File: config.mk
export PLATFORM = sky130hd
export DESIGN_NAME = cfg_stream_rom
export DESIGN_NICKNAME = d
export VERILOG_FILES = /design/src/rtl/cfg_stream_pkg.sv /design/src/rtl/cfg_image_table.sv /design/src/rtl/cfg_seq_ctrl.sv /design/src/rtl/cfg_out_stage.sv /design/src/rtl/cfg_stream_rom.sv
export SDC_FILE = /design/constraint.sdc
export NUM_CORES = 1
export LEC_CHECK = 0
export BUFFER_PORTS_ARGS = -buffer_cell sky130_fd_sc_hd__buf_2
export CORE_MARGIN = 4
export CORE_UTILIZATION = 53
export CTS_CLUSTER_SIZE = 20
export DETAILED_ROUTE_END_ITERATION = 6
export GPL_TIMING_DRIVEN = 0
export PLACE_DENSITY = 0.88
export RECOVER_POWER = 100
export SYNTH_ARGS = -nofsm -noshare
export SYNTH_HDL_FRONTEND = slang
export SYNTH_SLANG_ARGS = --single-unit
File: constraint.sdc
create_clock -name clk -period 2.7 [get_ports clk]
set_input_delay 0.27 -clock clk [delete_from_list [all_inputs] [get_ports clk]]
set_output_delay 0.27 -clock clk [all_outputs]
set_load 0.02 [all_outputs]
File: src/rtl/cfg_stream_pkg.sv
package cfg_stream_pkg;

    // Stored byte at address a: ((a*37) mod 256) xor A5h
    function automatic logic [7:0] image_byte(input int unsigned a);
        logic [31:0] prod;
        prod = a * 32'd37;
        return prod[7:0] ^ 8'hA5;
    endfunction

    typedef struct packed {
        logic [15:0] addr;
        logic [2:0]  bitn;
        logic        spent;
    } seq_state_t;

endpackage

File: src/rtl/cfg_image_table.sv
module cfg_image_table
    import cfg_stream_pkg::*;
#(
    parameter int DEPTH = 16,
    localparam int AW = $clog2(DEPTH)
) (
    input  logic [AW-1:0] rd_addr,
    output logic [7:0]    rd_byte
);

    logic [7:0] image_w [DEPTH];

    for (genvar gi = 0; gi < DEPTH; gi++) begin : g_cell
        assign image_w[gi] = image_byte(gi);
    end

    assign rd_byte = image_w[rd_addr];

endmodule

File: src/rtl/cfg_seq_ctrl.sv
module cfg_seq_ctrl
    import cfg_stream_pkg::*;
#(
    parameter int DEPTH = 16,
    localparam int AW = $clog2(DEPTH)
) (
    input  logic          clk,
    input  logic          rst_act,
    input  logic          run,
    input  logic          byte_mode,
    output logic [AW-1:0] addr_q,
    output logic [2:0]    bitn_q,
    output logic          spent_q
);

    localparam logic [AW-1:0] LAST_ADDR = AW'(DEPTH - 1);

    seq_state_t st_d, st_q;
    logic at_last_addr, at_last_unit;

    assign at_last_addr = (st_q.addr[AW-1:0] == LAST_ADDR);
    assign at_last_unit = at_last_addr && (byte_mode || st_q.bitn == 3'd7);

    always_comb begin
        st_d = st_q;
        if (rst_act) begin
            st_d = '0;
        end else if (run) begin
            if (at_last_unit) begin
                st_d.spent = 1'b1;
            end else if (byte_mode || st_q.bitn == 3'd7) begin
                st_d.bitn = 3'd0;
                st_d.addr = st_q.addr + 16'd1;
            end else begin
                st_d.bitn = st_q.bitn + 3'd1;
            end
        end
    end

    always_ff @(posedge clk) begin
        st_q <= st_d;
    end

    assign addr_q  = st_q.addr[AW-1:0];
    assign bitn_q  = st_q.bitn;
    assign spent_q = st_q.spent;

    // byte mode steps exactly one address per enabled clock
    a_r1_byte_step: assert property (@(posedge clk) disable iff (rst_act)
        (run && byte_mode && !at_last_addr) |=> (addr_q == $past(addr_q) + 1'b1));

    // serial mode steps the bit counter inside a byte, address unchanged
    a_r2_bit_step: assert property (@(posedge clk) disable iff (rst_act)
        (run && !byte_mode && bitn_q != 3'd7) |=> (bitn_q == $past(bitn_q) + 3'd1 && $stable(addr_q)));

    // consuming the final unit exhausts the part on that edge
    a_r4_exhaust: assert property (@(posedge clk) disable iff (rst_act)
        (run && at_last_unit) |=> spent_q);

endmodule

File: src/rtl/cfg_out_stage.sv
module cfg_out_stage (
    input  logic       drive,
    input  logic       byte_mode,
    input  logic [7:0] cur_byte,
    input  logic [2:0] bitn,
    output logic [7:0] data_out,
    output logic       data_oe
);

    logic serial_bit;

    always_comb begin
        serial_bit = cur_byte[3'd7 - bitn];
        data_out   = 8'h00;
        if (drive) begin
            data_out = byte_mode ? cur_byte : {7'b0, serial_bit};
        end
        data_oe = drive;
    end

endmodule

File: src/rtl/cfg_stream_rom.sv
module cfg_stream_rom #(
    parameter int DEPTH = 16,
    localparam int AW = $clog2(DEPTH)
) (
    input  logic       clk,
    input  logic       chip_en_n,
    input  logic       rst_oe,
    input  logic       strap_rst_pol,
    input  logic       strap_byte_mode,
    output logic [7:0] data_out,
    output logic       data_oe,
    output logic       cascade_en_n
);

    logic          rst_act;
    logic          run;
    logic [AW-1:0] addr_w;
    logic [2:0]    bitn_w;
    logic          spent_w;
    logic [7:0]    cur_byte;

    assign rst_act = (rst_oe == strap_rst_pol);
    assign run     = !rst_act && !chip_en_n && !spent_w;

    cfg_seq_ctrl #(.DEPTH(DEPTH)) u_ctrl (
        .clk       (clk),
        .rst_act   (rst_act),
        .run       (run),
        .byte_mode (strap_byte_mode),
        .addr_q    (addr_w),
        .bitn_q    (bitn_w),
        .spent_q   (spent_w)
    );

    cfg_image_table #(.DEPTH(DEPTH)) u_table (
        .rd_addr (addr_w),
        .rd_byte (cur_byte)
    );

    cfg_out_stage u_out (
        .drive     (run),
        .byte_mode (strap_byte_mode),
        .cur_byte  (cur_byte),
        .bitn      (bitn_w),
        .data_out  (data_out),
        .data_oe   (data_oe)
    );

    assign cascade_en_n = rst_act ? 1'b1 : !(spent_w && !chip_en_n);

    // standby freezes both counters
    a_r6_standby_hold: assert property (@(posedge clk) disable iff (rst_act)
        chip_en_n |=> ($stable(addr_w) && $stable(bitn_w)));

    // a clock in reset leaves counters and exhausted flag cleared
    a_r7_reset_clears: assert property (@(posedge clk)
        rst_act |=> (addr_w == '0 && bitn_w == 3'd0 && !spent_w));

    // an exhausted part never drives data
    a_r4_release: assert property (@(posedge clk) disable iff (rst_act)
        spent_w |-> !data_oe);

endmodule

==> flow_metrics.env <==
export IMPL_status="finished clean"
export IMPL_area_growth_pct=12.1
export IMPL_switching_share_pct=33.3
export IMPL_crit_type="flop to output port"
export IMPL_synth_top_cell_by_area="dfxtp_1"
export IMPL_combPwrFrac_pct=29.7
export IMPL_grt_first_pass_wirelength_um=2980
export IMPL_clkPwrFrac_pct=28.7
export IMPL_antenna_cells=0
export IMPL_wl_um=1800
export IMPL_hold_path_cell_count=4
export IMPL_clock_latency_ns=0.25
export IMPL_skew_ns=0.000654
export IMPL_synth_seq_area_share_pct=19.8
export IMPL_core_area_um2=1370
export IMPL_dpl_instance_area_um2=896
export IMPL_drc_errors=0
export IMPL_yosysWarnings=0
export IMPL_fin_total_pwr_mw=0.311
export IMPL_whs_ns=0.351
export IMPL_final_core_util_pct=66.2
export IMPL_synthTopCellsByArea="dfxtp_1 (20%), ha_1 (17%), nor2_1 (9.3%)"
export IMPL_die_area_um2=2210
export IMPL_internal_power_mw=0.207
export IMPL_synth_nets=122
export IMPL_fmax_ghz=0.388
export IMPL_avgViaCountPerCell=5.70
export IMPL_num_rows=13
export IMPL_netlist_area_leader_share_pct=19.8
export IMPL_die_w_um=47.0
export IMPL_antenna_found_initial=0
export IMPL_path_cells="inv_1 -> ha_1 -> xnor2_1 -> a221oi_1 -> o21ai_0 -> and4_1 -> o41ai_1 -> buf_2"
export IMPL_cellPowerDensity_nw_per_um2=344
export IMPL_timing_rr_end="u_ctrl.addr_q[3]"
export IMPL_yosys_register_bits=8
export IMPL_nFillCells=145
export IMPL_yosys_top_cells_count="nor2_1 (20), ha_1 (11), a21oi_1 (8), dfxtp_1 (8), nand2_1 (8)"
export IMPL_pin_count=15
export IMPL_synthArstFlopShare_pct=0
export IMPL_stdcell_area_um2=905
export IMPL_cp_slowest_cell="dfxtp_4"
export IMPL_hold_violations=0
export IMPL_clk_pin_slew_ns=0.05
export IMPL_synthesis_instances=106
export IMPL_fin_nets=141
export IMPL_first_iter_violations=26
export IMPL_rsz0062_at_grt="false"
export IMPL_num_vias=787
export IMPL_cp_max_fo=8
export IMPL_worstPathArrival_ns=2.31
export IMPL_rr_worst_depth=7
export IMPL_critPathCapture="data_out[0]"
export IMPL_p_leak_nw=0.353
export IMPL_final_antenna_net_count=0
export IMPL_cap_violations=0
export IMPL_slew_violations=0
export IMPL_fin_crit_ns=2.58
export IMPL_cp_num_buf_inv=2
export IMPL_clk_path_buf_depth=2
export IMPL_dr_pass1_iters=4
export IMPL_path_depth=8
export IMPL_p_switching_mw=0.104
export IMPL_start_util_pct=59.1
export IMPL_setup_worst_path_start="u_ctrl.addr_q[0]"
export IMPL_endpoint_kind="output port"
export IMPL_synth_enable_flop_cells=0
export IMPL_post_synth_top_count_cell="nor2_1"
export IMPL_wl_per_cell_um=13.1
export IMPL_reg2reg_slack_ns=0.45
export IMPL_drive_gt1_share_pct=14.6
export IMPL_grt_pass1_vias=705
export IMPL_gp_congestion=0.806
export IMPL_grt_use_total_pct=18.7
export IMPL_critPathMaxStageDelay_ns=0.40
export IMPL_start_kind="flop"
export IMPL_tritoncts="done"
export IMPL_tightest_slew_ns=0.717
export IMPL_irDropWorstVdd_mv=0.282
export IMPL_ys_flop_type="dfxtp_1"
export IMPL_slew_headroom_pct=51.8
export IMPL_synth_area_per_cell_um2=7.61
export IMPL_htreeDepth=1
export IMPL_hpwl_um=1440
export IMPL_dieHeight_um=47.0
export IMPL_power_frac_seq_pct=41.7
export IMPL_critPathTopFamily="compound AO/OA/AOI/OAI gates"
export IMPL_netlist_area_um2=807
export IMPL_ctsHoldBuffers=0
export IMPL_cts_buffers=3
export IMPL_grt_max_degree=12
export IMPL_fin_crit_sh_pct=95.5
export IMPL_io_buffers=14
export IMPL_setup_viol=0
export IMPL_tns_ns=0
export IMPL_timing_rr_start="u_ctrl.bitn_q[0]"
export IMPL_min_path_type="input pin to flop"
export IMPL_grt_overflow=0
export IMPL_synth_distinct_cells=37
export IMPL_cts_sinks=8
export IMPL_root_buffer="clkbuf_4"
export IMPL_cp_required_ns=2.43
[area by class of cell]
class | instances | area, um^2 | share of cell area, %
Buffer | 7 | 41.3 | 4.56
Inverter | 5 | 18.8 | 2.07
Sequential cell | 8 | 168 | 18.5
Clock buffer | 3 | 22.5 | 2.49
Multi-Input combinational cell | 86 | 574 | 63.5
Tap cell | 15 | 18.8 | 2.07
Timing Repair Buffer | 14 | 61.3 | 6.78
[cells by family after synthesis]
group,count (synthesis),share of synthesized area [%]
multiplexers,3,5.43
buffers and inverters,12,7.60
adder cells (fa/ha/maj),11,17.1
XOR/XNOR,5,5.43
flip-flops,8,19.8
AO/OA/AOI/OAI,21,17.2
AND/OR/NAND/NOR,46,27.4
[routing by layer]
layer  share of wire, %  up-vias  track usage, %
li1                   -      409               -
met1                 44      354            24.2
met2                 49       20            30.6
met3                5.5        4            6.51
met4               0.89        0            2.76
met5                  0        -               0
[worst min-delay path: cells and delay by family]
kind / cells / cell delay [ns]
buffers and inverters: 1 / 0.11
and+or+nand+nor: 3 / 0.17
[stage by stage]
step / setup WS, ns / cells
after detailed placement: 0.189 / 135
final: 0.121 / 138
after floorplan: 0.168 / 106
after CTS: 0.0482 / 138
after global routing: 0.0262 / 138
after global placement: 0.276 / 135
[flip-flops by register name, summed over array words and instances (netlist names)]
register        count
u_ctrl.bitn_q       3
u_ctrl.spent_q      1
u_ctrl.addr_q       4
[layout by cell type, fill, tap and decap left out, types with 2 or more instances in the layout]
cell type	n
ha_1	11
inv_1	5
dfxtp_1	6
nor2_1	20
clkbuf_4	3
a311oi_1	2
a21oi_1	8
nand3_1	5
dfxtp_4	2
nor3_1	4
nand2_1	8
o21ai_0	4
buf_2	8
xnor2_1	4
clkbuf_1	10
nand2b_1	2
[what timing repair did]
item,CTS,global route
pin swaps,0,0
setup buffers,0,0
resized for setup,2,2
setup endpoints to repair,1,1
[how the worst min path moves through the flow]
stage | startpoint | to | slack (ns)
floorplan | chip_en_n | u_ctrl.spent_q | 0.45
global placement | u_ctrl.bitn_q[2] | u_ctrl.bitn_q[2] | 0.48
detailed placement | u_ctrl.bitn_q[2] | u_ctrl.bitn_q[2] | 0.51
CTS | chip_en_n | u_ctrl.spent_q | 0.35
global route | chip_en_n | u_ctrl.spent_q | 0.39
finish | chip_en_n | u_ctrl.spent_q | 0.35
[power by group through the flow]
stage	logic, mW	registers, mW	clock network (mW)
2_1_floorplan	0.0692	0.131	0
3_3_place_gp	0.0904	0.132	0
3_5_place_dp	0.0938	0.133	0
4_1_cts	0.0940	0.131	0.0928
5_1_grt	0.104	0.130	0.0996
6_report	0.0922	0.130	0.0892
(Power assumes the default switching activity.)
